## src/rtl/sriov_regs_pkg.sv

```systemverilog
package sriov_regs_pkg;
  // dword indices inside the capability window
  localparam logic [7:0] DW_CTRL  = 8'd2;
  localparam logic [7:0] DW_VFCNT = 8'd3;
  localparam logic [7:0] DW_NUMVF = 8'd4;
  localparam logic [7:0] DW_GEOM  = 8'd5;
  localparam logic [7:0] DW_DEVID = 8'd6;
  localparam logic [7:0] DW_SUPPG = 8'd7;
  localparam logic [7:0] DW_SYSPG = 8'd8;

  localparam int CTRL_EN_BIT  = 0;
  localparam int CTRL_MEM_BIT = 3;
  localparam int CTRL_ARI_BIT = 4;
  localparam logic [15:0] CTRL_WMASK = 16'h0019;

  localparam logic [31:0] SYSPG_RESET = 32'h0000_0001;
  localparam logic [31:0] VF_ID_WORD  = 32'hFFFF_FFFF;
endpackage

```

## src/rtl/sriov_addr_dec.sv

```systemverilog
module sriov_addr_dec #(
  parameter int ADDR_W = 12,
  parameter logic [ADDR_W-1:0] CAP_BASE = 'h160,
  parameter int CAP_BYTES = 64
) (
  input  logic [ADDR_W-1:0] addr,
  output logic              in_range,
  output logic [7:0]        dw_idx
);
  localparam logic [ADDR_W:0] CAP_END = {1'b0, CAP_BASE} + (ADDR_W+1)'(CAP_BYTES);

  logic [ADDR_W-1:0] rel;

  assign rel      = addr - CAP_BASE;
  assign in_range = (addr >= CAP_BASE) && ({1'b0, addr} < CAP_END);
  assign dw_idx   = 8'(rel >> 2);
endmodule

```

## src/rtl/sriov_masked_reg.sv

```systemverilog
module sriov_masked_reg #(
  parameter int BYTES = 2,
  parameter logic [8*BYTES-1:0] WMASK = '1,
  parameter logic [8*BYTES-1:0] RESET = '0
) (
  input  logic               clk,
  input  logic               rst,
  input  logic               we,
  input  logic [BYTES-1:0]   be,
  input  logic [8*BYTES-1:0] wdata,
  output logic [8*BYTES-1:0] q
);
  for (genvar b = 0; b < BYTES; b++) begin : g_lane
    localparam logic [7:0] LMASK  = WMASK[8*b +: 8];
    localparam logic [7:0] LRESET = RESET[8*b +: 8];
    logic [7:0] lane_q;

    always_ff @(posedge clk) begin
      if (rst) begin
        lane_q <= LRESET;
      end else if (we && be[b]) begin
        lane_q <= (wdata[8*b +: 8] & LMASK) | (lane_q & ~LMASK);
      end
    end

    assign q[8*b +: 8] = lane_q;
  end
endmodule

```

## src/rtl/sriov_vf_activate.sv

```systemverilog
module sriov_vf_activate #(
  parameter logic [15:0] TOTAL_VFS = 16'd8
) (
  input  logic        clk,
  input  logic        rst,
  input  logic        ctrl_eval,
  input  logic        en_wr,
  input  logic [15:0] req_count,
  output logic [15:0] active_q
);
  logic fits;

  assign fits = (req_count <= TOTAL_VFS);

  always_ff @(posedge clk) begin
    if (rst) begin
      active_q <= '0;
    end else if (ctrl_eval) begin
      if (active_q != '0) begin
        if (!en_wr) active_q <= '0;
      end else if (en_wr) begin
        active_q <= fits ? req_count : '0;
      end
    end
  end
endmodule

```

## src/rtl/sriov_rid_lookup.sv

```systemverilog
module sriov_rid_lookup import sriov_regs_pkg::*; #(
  parameter logic [15:0] FIRST_OFF = 16'd1,
  parameter logic [15:0] STRIDE    = 16'd2
) (
  input  logic        clk,
  input  logic        rst,
  input  logic [15:0] pf_rid,
  input  logic [15:0] idx,
  input  logic [15:0] active,
  output logic        valid_q,
  output logic [15:0] rid_q,
  output logic [31:0] id_word_q
);
  logic [15:0] step;
  logic [15:0] rid_d;
  logic        hit;

  assign step  = idx * STRIDE;
  assign rid_d = pf_rid + FIRST_OFF + step;
  assign hit   = (idx < active);

  always_ff @(posedge clk) begin
    if (rst) begin
      valid_q   <= 1'b0;
      rid_q     <= '0;
      id_word_q <= '0;
    end else begin
      valid_q   <= hit;
      rid_q     <= hit ? rid_d : '0;
      id_word_q <= hit ? VF_ID_WORD : '0;
    end
  end
endmodule

```

## src/rtl/sriov_cap_regs.sv

```systemverilog
module sriov_cap_regs import sriov_regs_pkg::*; #(
  parameter int ADDR_W = 12,
  parameter logic [ADDR_W-1:0] CAP_BASE = 'h160,
  parameter int CAP_BYTES = 64,
  parameter logic [15:0] TOTAL_VFS   = 16'd8,
  parameter logic [15:0] INITIAL_VFS = 16'd8,
  parameter logic [15:0] FIRST_OFF   = 16'd1,
  parameter logic [15:0] STRIDE      = 16'd2,
  parameter logic [15:0] VF_DEVID    = 16'h10CA,
  parameter logic [31:0] SUP_PG_SIZES = 32'h0000_0553
) (
  input  logic              clk,
  input  logic              rst,
  input  logic              cfg_req,
  input  logic              cfg_we,
  input  logic [ADDR_W-1:0] cfg_addr,
  input  logic [3:0]        cfg_be,
  input  logic [31:0]       cfg_wdata,
  output logic              rd_valid,
  output logic [31:0]       rd_data,
  input  logic [15:0]       pf_rid,
  input  logic [15:0]       vf_idx,
  output logic [15:0]       num_active,
  output logic              vf_enable,
  output logic              vf_mem_en,
  output logic              ari_hier,
  output logic              vf_rid_valid,
  output logic [15:0]       vf_rid,
  output logic [31:0]       vf_id_word
);
  logic        in_range;
  logic [7:0]  dw;
  logic        wr_hit;
  logic        rd_req;
  logic        ctrl_eval;
  logic [15:0] ctrl_q;
  logic [15:0] req_q;
  logic [31:0] syspg_q;
  logic [31:0] rd_word;

  sriov_addr_dec #(
    .ADDR_W(ADDR_W), .CAP_BASE(CAP_BASE), .CAP_BYTES(CAP_BYTES)
  ) dec_i (
    .addr(cfg_addr), .in_range(in_range), .dw_idx(dw)
  );

  assign wr_hit    = cfg_req && cfg_we && in_range;
  assign rd_req    = cfg_req && !cfg_we;
  assign ctrl_eval = wr_hit && (dw == DW_CTRL) && cfg_be[0];

  sriov_masked_reg #(.BYTES(2), .WMASK(CTRL_WMASK), .RESET(16'h0000)) ctrl_reg_i (
    .clk(clk), .rst(rst), .we(wr_hit && (dw == DW_CTRL)),
    .be(cfg_be[1:0]), .wdata(cfg_wdata[15:0]), .q(ctrl_q)
  );

  sriov_masked_reg #(.BYTES(2), .WMASK(16'hFFFF), .RESET(16'h0000)) req_reg_i (
    .clk(clk), .rst(rst), .we(wr_hit && (dw == DW_NUMVF)),
    .be(cfg_be[1:0]), .wdata(cfg_wdata[15:0]), .q(req_q)
  );

  sriov_masked_reg #(.BYTES(4), .WMASK(SUP_PG_SIZES), .RESET(SYSPG_RESET)) pg_reg_i (
    .clk(clk), .rst(rst), .we(wr_hit && (dw == DW_SYSPG)),
    .be(cfg_be), .wdata(cfg_wdata), .q(syspg_q)
  );

  sriov_vf_activate #(.TOTAL_VFS(TOTAL_VFS)) act_i (
    .clk(clk), .rst(rst), .ctrl_eval(ctrl_eval),
    .en_wr(cfg_wdata[CTRL_EN_BIT]), .req_count(req_q), .active_q(num_active)
  );

  sriov_rid_lookup #(.FIRST_OFF(FIRST_OFF), .STRIDE(STRIDE)) look_i (
    .clk(clk), .rst(rst), .pf_rid(pf_rid), .idx(vf_idx), .active(num_active),
    .valid_q(vf_rid_valid), .rid_q(vf_rid), .id_word_q(vf_id_word)
  );

  always_comb begin
    rd_word = '0;
    if (in_range) begin
      case (dw)
        DW_CTRL:  rd_word = {16'h0000, ctrl_q};
        DW_VFCNT: rd_word = {TOTAL_VFS, INITIAL_VFS};
        DW_NUMVF: rd_word = {16'h0000, req_q};
        DW_GEOM:  rd_word = {STRIDE, FIRST_OFF};
        DW_DEVID: rd_word = {VF_DEVID, 16'h0000};
        DW_SUPPG: rd_word = SUP_PG_SIZES;
        DW_SYSPG: rd_word = syspg_q;
        default:  rd_word = '0;
      endcase
    end
  end

  always_ff @(posedge clk) begin
    if (rst) begin
      rd_valid <= 1'b0;
      rd_data  <= '0;
    end else begin
      rd_valid <= rd_req;
      if (rd_req) rd_data <= rd_word;
    end
  end

  assign vf_enable = ctrl_q[CTRL_EN_BIT];
  assign vf_mem_en = ctrl_q[CTRL_MEM_BIT];
  assign ari_hier  = ctrl_q[CTRL_ARI_BIT];
endmodule

```

## config.mk

```make
export PLATFORM = sky130hd
export DESIGN_NAME = sriov_cap_regs
export DESIGN_NICKNAME = d
export VERILOG_FILES = /design/src/rtl/sriov_regs_pkg.sv /design/src/rtl/sriov_addr_dec.sv /design/src/rtl/sriov_masked_reg.sv /design/src/rtl/sriov_vf_activate.sv /design/src/rtl/sriov_rid_lookup.sv /design/src/rtl/sriov_cap_regs.sv
export SDC_FILE = /design/constraint.sdc
export NUM_CORES = 1
export LEC_CHECK = 0
export CORE_ASPECT_RATIO = 0.6
export CORE_MARGIN = 2
export CORE_UTILIZATION = 30
export CTS_BUF_LIST = sky130_fd_sc_hd__clkbuf_8
export DETAILED_ROUTE_END_ITERATION = 10
export PLACE_DENSITY = 0.59
export RECOVER_POWER = 50
export SLEW_MARGIN = 10
export SYNTH_ARGS = -nofsm -noshare
export SYNTH_HDL_FRONTEND = slang
export SYNTH_SLANG_ARGS = --single-unit
export TNS_END_PERCENT = 100
```

## constraint.sdc

```tcl
create_clock -name clk -period 4.57 [get_ports clk]
set_input_delay 0.457 -clock clk [delete_from_list [all_inputs] [get_ports clk]]
set_output_delay 0.457 -clock clk [all_outputs]
set_load 0.005 [all_outputs]
```

# --- Word level (Yosys, flattened, before mapping) ---
# Cells that the tools add are included.
word_totals:
  reg_bits: 138
  latch_bits: 0
  ramBits: 0
  romBits: 0
  inputBits: 84
  out_inout_bits: 101
  word_cells: 54
  mem_count: 0
op_classes:
  add_sub_neg: 3
  multipliers: 0
  div_mod_pow: 0
  order_cmp: 4
  n_eq_ne: 8
  shift: 0
  muxes: 7
  bitwise_logic: 4
  reduce_logical: 17
op_table:
  columns: ["op", "count"]
  rows:
  - ["29-bit one-hot mux with 7 select lines", 1]
  - ["16-bit 2-to-1 mux", 4]
  - ["8-bit by 3-bit == test with 1-bit output (second input constant)", 4]
  - ["32-bit 2-to-1 mux", 1]
  - ["29-bit 2-to-1 mux", 1]
  - ["16-bit by 1-bit adder with 16-bit output (second input constant)", 1]
  - ["16-bit adder", 1]
  - ["8-bit by 2-bit == test with 1-bit output (second input constant)", 2]
  - ["16-bit by 4-bit less-or-equal comparator with 1-bit output (second input constant)", 1]
  - ["16-bit less-than comparator", 1]
  - ["16-bit nonzero test", 1]
  - ["12-bit by 9-bit >= comparator with 1-bit output (second input constant)", 1]
  - ["1-bit logical AND", 12]
  - ["12-bit by 9-bit less-than comparator with 1-bit output (second input constant)", 1]
  - ["10-bit by 9-bit subtractor with 10-bit output (second input constant)", 1]
  - ["8-bit by 4-bit == test with 1-bit output (second input constant)", 1]
  - ["3-bit by 8-bit bitwise OR with 8-bit output", 1]
  - ["5-bit by 8-bit bitwise OR with 8-bit output", 1]
  - ["7-bit by 8-bit bitwise OR with 8-bit output", 1]
  - ["3-bit AND reduction", 1]
  - ["2-bit != test (second input constant)", 1]
  - ["2-bit nonzero test", 1]
  - ["2-bit OR reduction", 1]
  - ["1-bit zero test", 1]
  - ["1-bit NOT", 1]

# --- Depth between registers and ports, before layout ---
logic_depth:
  word_depth: 6
  mapped_depth: 9

# --- Modules after synthesis ---
# A second synthesis with hierarchy kept.
hier_totals:
  hier_cells: 630
  area_unflattened_um2: 5647.9
modules_own_cells:
  columns: ["module", "instances", "cells_each", "area_per_inst_um2"]
  rows:
  - ["sriov_rid_lookup", 1, 210, 1736.7]
  - ["sriov_cap_regs", 1, 197, 1694.1]
  - ["sriov_masked_reg (req_reg_i)", 1, 73, 740.7]
  - ["sriov_vf_activate", 1, 58, 685.7]
  - ["sriov_masked_reg (pg_reg_i)", 1, 52, 462.9]
  - ["sriov_masked_reg (ctrl_reg_i)", 1, 26, 221.5]
  - ["sriov_addr_dec", 1, 14, 106.4]

# --- Least setup slack after synthesis ---
# Ideal clock, no wire load.
synth_timing:
  path_kind: "input -> register"
  startpoint: "input port cfg_addr[5]"
  endpoint: "register pg_reg_i.g_lane[1].lane_q[0]"
  arrival_ns: 2.043
  required_time_ns: 4.442
  slack_ns: 2.399
  stages: 8
  n_path_buf: 1
  cell_sequence: "ha_1 > a21boi_1 > a2bb2oi_1 > or3_4 > buf_6 > nor4_4 > mux2i_1 > nor2_1"
synth_between:
  elab_chain_cells: 5
synth_lines:
  columns: ["element", "line_no", "source"]
  rows:
  - ["from (decl)", "sriov_cap_regs.sv:16", "input logic [ADDR_W-1:0] cfg_addr,"]
  - ["branches (longest 3 deep; another with 10-bit by 9-bit subtractor with 10-bit output)", null, null]
  - ["1-bit logical AND (*)", "sriov_cap_regs.sv:62", ".clk(clk), .rst(rst), .we(wr_hit && (dw == DW_SYSPG)),"]
  - ["1-bit logical AND (*)", "sriov_masked_reg.sv:21", "end else if (we && be[b]) begin"]
  - ["to (signal assigned)", "sriov_masked_reg.sv:22", "lane_q <= (wdata[8*b +: 8] & LMASK) | (lane_q & ~LMASK);"]
  - ["to (decl)", "sriov_masked_reg.sv:16", "logic [7:0] lane_q;"]
# Every way passes the cells marked *.
# A chain may end at the register's enable or synchronous reset.

# --- Worst setup path in the final report ---
layout_timing:
  startpoint: "input port cfg_addr[5]"
  endpoint: "register pg_reg_i.g_lane[0].lane_q[0]"
layout_between:
  elab_chain_cells: 5
layout_lines:
  columns: ["element", "line_no"]
  rows:
  - ["branches (longest 3 deep; another with 10-bit by 9-bit subtractor with 10-bit output)", null]
  - ["1-bit logical AND (*)", "sriov_cap_regs.sv:62"]
  - ["1-bit logical AND (*)", "sriov_masked_reg.sv:21"]
  - ["to (signal assigned)", "sriov_masked_reg.sv:22"]
  - ["to (decl)", "sriov_masked_reg.sv:16"]
# Marked as above.

==> impl_metrics.tcl <==
set metrics [dict create \
    status "finished, final reports clean" \
    initial_core_util 0.3089 \
    overflow 0 \
    n_antenna_cell 0 \
    place_hpwl_mm 10.40 \
    dp_slack_ps 1218 \
    drt_iter0_markers 243 \
    ys.flop_type "dfxtp_1" \
    tightest_slew_ps 822.2 \
    synth_area_per_cell_sq_um 9.007 \
    postSynthCellCount 499 \
    ys_seq_area_frac 0.3474 \
    end_kind "flop" \
    slowest_stage "dlygate4sd3_1" \
    drcViolationCount 0 \
    io_buffers 155 \
    dp.cells 803 \
    layout_setup_ws_ps 1354 \
    drtAntennaViolNets 0 \
    grt_antenna_before_repair 0 \
    drive_above_1_share 0.05958 \
    met3_usage 0.05135 \
    vias 3899 \
    max_clock_freq_ghz 0.3110 \
    worstPathMaxFanout 15 \
    async_flop_share 0 \
    path_clk_slew_ps 90 \
    vdd_ir_drop_max_uv 113.7 \
    die_h_microns 98.81 \
    fp-row-count 34 \
    die_width_microns 162.0 \
    final_core_util 0.4223 \
    cts_hold_buf 0 \
    synth-seq-cells 78 \
    crit_required_ps 4830 \
    rsz0062_at_grt "no" \
    coreArea_sq_um 14550 \
    synth.yosys.warnings 0 \
    start_kind "primary input" \
    dr.pass1.iters 5 \
    met1_usage 0.2557 \
    grt_pass1_wl_mm 20.62 \
    cap_violations 0 \
    synth_edf_count 0 \
    worstSetupPathType "in -> reg" \
    tritoncts "built" \
    timing.final.crit_share 0.7036 \
    track_usage 0.1665 \
    io_pins 185 \
    reg2reg_slack_ps 1940 \
    netlist_area_sq_um 4494 \
    leakagePower_nw 2.615 \
    hold_viol 0 \
    drv_slew 0 \
    first_global_vias 3704 \
    p_per_area_nw_per_um2 251.9 \
    path_cells "dlygate4sd3_1 > ha_1 > a21boi_1 > a2bb2oi_1 > or3_1 > nor4_4 > nor2b_1 > a211o_1" \
    gp_congestion 0.8588 \
    clockBufferDepth 2 \
    cts_buffers 9 \
    hold_path.class "reg -> reg" \
    synth_cell_types 61 \
    post-cts-setup-buffers 0 \
    clock-root-buffer "clkbuf_8" \
    grt_busiest_layer "met1" \
    skew_ps 7.310 \
    met2_usage 0.2213 \
    clock_latency_ps 360 \
    clkSinkCount 78 \
    fin_crit_ps 3216 \
    fin_nets 731 \
    h-tree-depth 3 \
    grt_max_degree 34 \
    area_growth_pct 36.72 \
    path_buf_inv 1 \
    finalSetupViolations 0 \
    final_cell_mix "83 x dlygate4sd3_1, 78 x dfxtp_1, 72 x clkdlybuf4s50_1" \
    power_mw 1.548 \
    vias_per_cell 4.761 \
    post_cts_resized 0 \
    n_fill_cell 1452 \
    routed_wl_mm 13.11 \
    final_common_cell "dlygate4sd3_1" \
    die-area_sq_um 16010 \
    routedWlPerCell_microns 16.01 \
    critPathArrivalTime_ps 3480 \
    crit_path_max_incr_delay_ps 740 \
    cp_top_family "simple AND/OR/NAND/NOR gates" \
    fin_cells 819 \
    finalSetupTns_ps 0 \
    relSlewSlack 0.4519 \
]
## metrics by stage
step                      hold WS [ps]  cell area, sq um
after floorplan                  448.3              4532
after global placement           445.6              5937
after detailed placement         448.7              5937
after CTS                        466.6              6150
after global routing             493.1              6145
final                            459.7              6145
## report_power, final
group | switching, mW | internal [mW] | total (mW)
logic | 0.137 | 0.148 | 0.284
clock network | 0.303 | 0.267 | 0.570
registers | 0.00486 | 0.688 | 0.693
## path summary, 6_finish.rpt
check	from	to	depth (start not counted)
min reg2reg	rd_data[19]	rd_data[19]	2
min	rd_data[19]	rd_data[19]	2
max	cfg_addr[5]	pg_reg_i.g_lane[0].lane_q[0]	8
max reg2reg	act_i.active_q[9]	look_i.rid_q[2]	8
## worst register-to-register path, cell delays in order, from the launching register on
cell       delay (ps)
dfxtp_1           370
inv_1              60
ha_1              290
a21o_1            180
a31oi_1           240
o211a_1           190
o31ai_1           120
a2111oi_4         820
and3_1            280
## registers in the layout (all words and copies together), names as in the netlist
| signal | cells |
|---|---|
| rd_valid | 1 |
| act_i.active_q | 16 |
| pg_reg_i.g_lane.lane_q | 6 |
| req_reg_i.g_lane.lane_q | 16 |
| rd_data | 19 |
| look_i.id_word_q | 1 |
| ctrl_reg_i.g_lane.lane_q | 3 |
| look_i.rid_q | 16 |
## routing by layer
metal  vias to the layer above  routed length [microns]
li1                       1953                        -
met1                      1801                     6934
met2                       135                     5104
met3                        10                      939
met4                         0                      134
met5                         -                        0
## cell usage after synthesis, types with 3 or more instances
cell type | count | area [sq um]
nor2_1 | 47 | 176.4
nor3b_1 | 3 | 22.52
nor2b_1 | 7 | 43.79
o211ai_1 | 7 | 52.55
ha_1 | 30 | 375.4
a22o_1 | 9 | 78.83
inv_1 | 20 | 75.07
and3_1 | 6 | 37.54
and2_1 | 11 | 68.82
nand2b_1 | 13 | 81.33
o21a_1 | 3 | 22.52
nand2_1 | 20 | 75.07
buf_4 | 46 | 345.3
nor4_1 | 8 | 50.05
xor2_1 | 6 | 52.55
clkbuf_1 | 9 | 33.78
xnor2_1 | 6 | 52.55
a21oi_1 | 27 | 135.1
mux2i_1 | 25 | 250.2
nor4_4 | 3 | 63.81
nor3_1 | 20 | 100.1
o21ai_0 | 20 | 100.1
a21o_1 | 6 | 45.04
buf_2 | 5 | 25.02
dfxtp_1 | 78 | 1562
nand4_1 | 8 | 50.05
nand3_1 | 10 | 50.05
## logic make-up after synthesis
| kind of cell | share of synthesized area |
|---|---|
| multiplexers | 0.05568 |
| AND/OR/NAND/NOR | 0.2238 |
| buffers and inverters | 0.1125 |
| AO/OA/AOI/OAI | 0.1484 |
| flip-flops | 0.3474 |
| XOR/XNOR | 0.02339 |
| other | 0.0008344 |
| adder cells (fa/ha/maj) | 0.08797 |
## final cells by class
type / instances / area (sq um) / area share
multi-input combinational: 348 / 2466 / 0.4013
timing repair buffer: 159 / 1582 / 0.2574
sequential: 78 / 1562 / 0.2541
tap: 198 / 247.7 / 0.04032
clock buffer: 9 / 123.9 / 0.02016
clock inverter: 7 / 88.84 / 0.01446
inverter: 20 / 75.07 / 0.01222
Power figures use the tool's default switching activity.
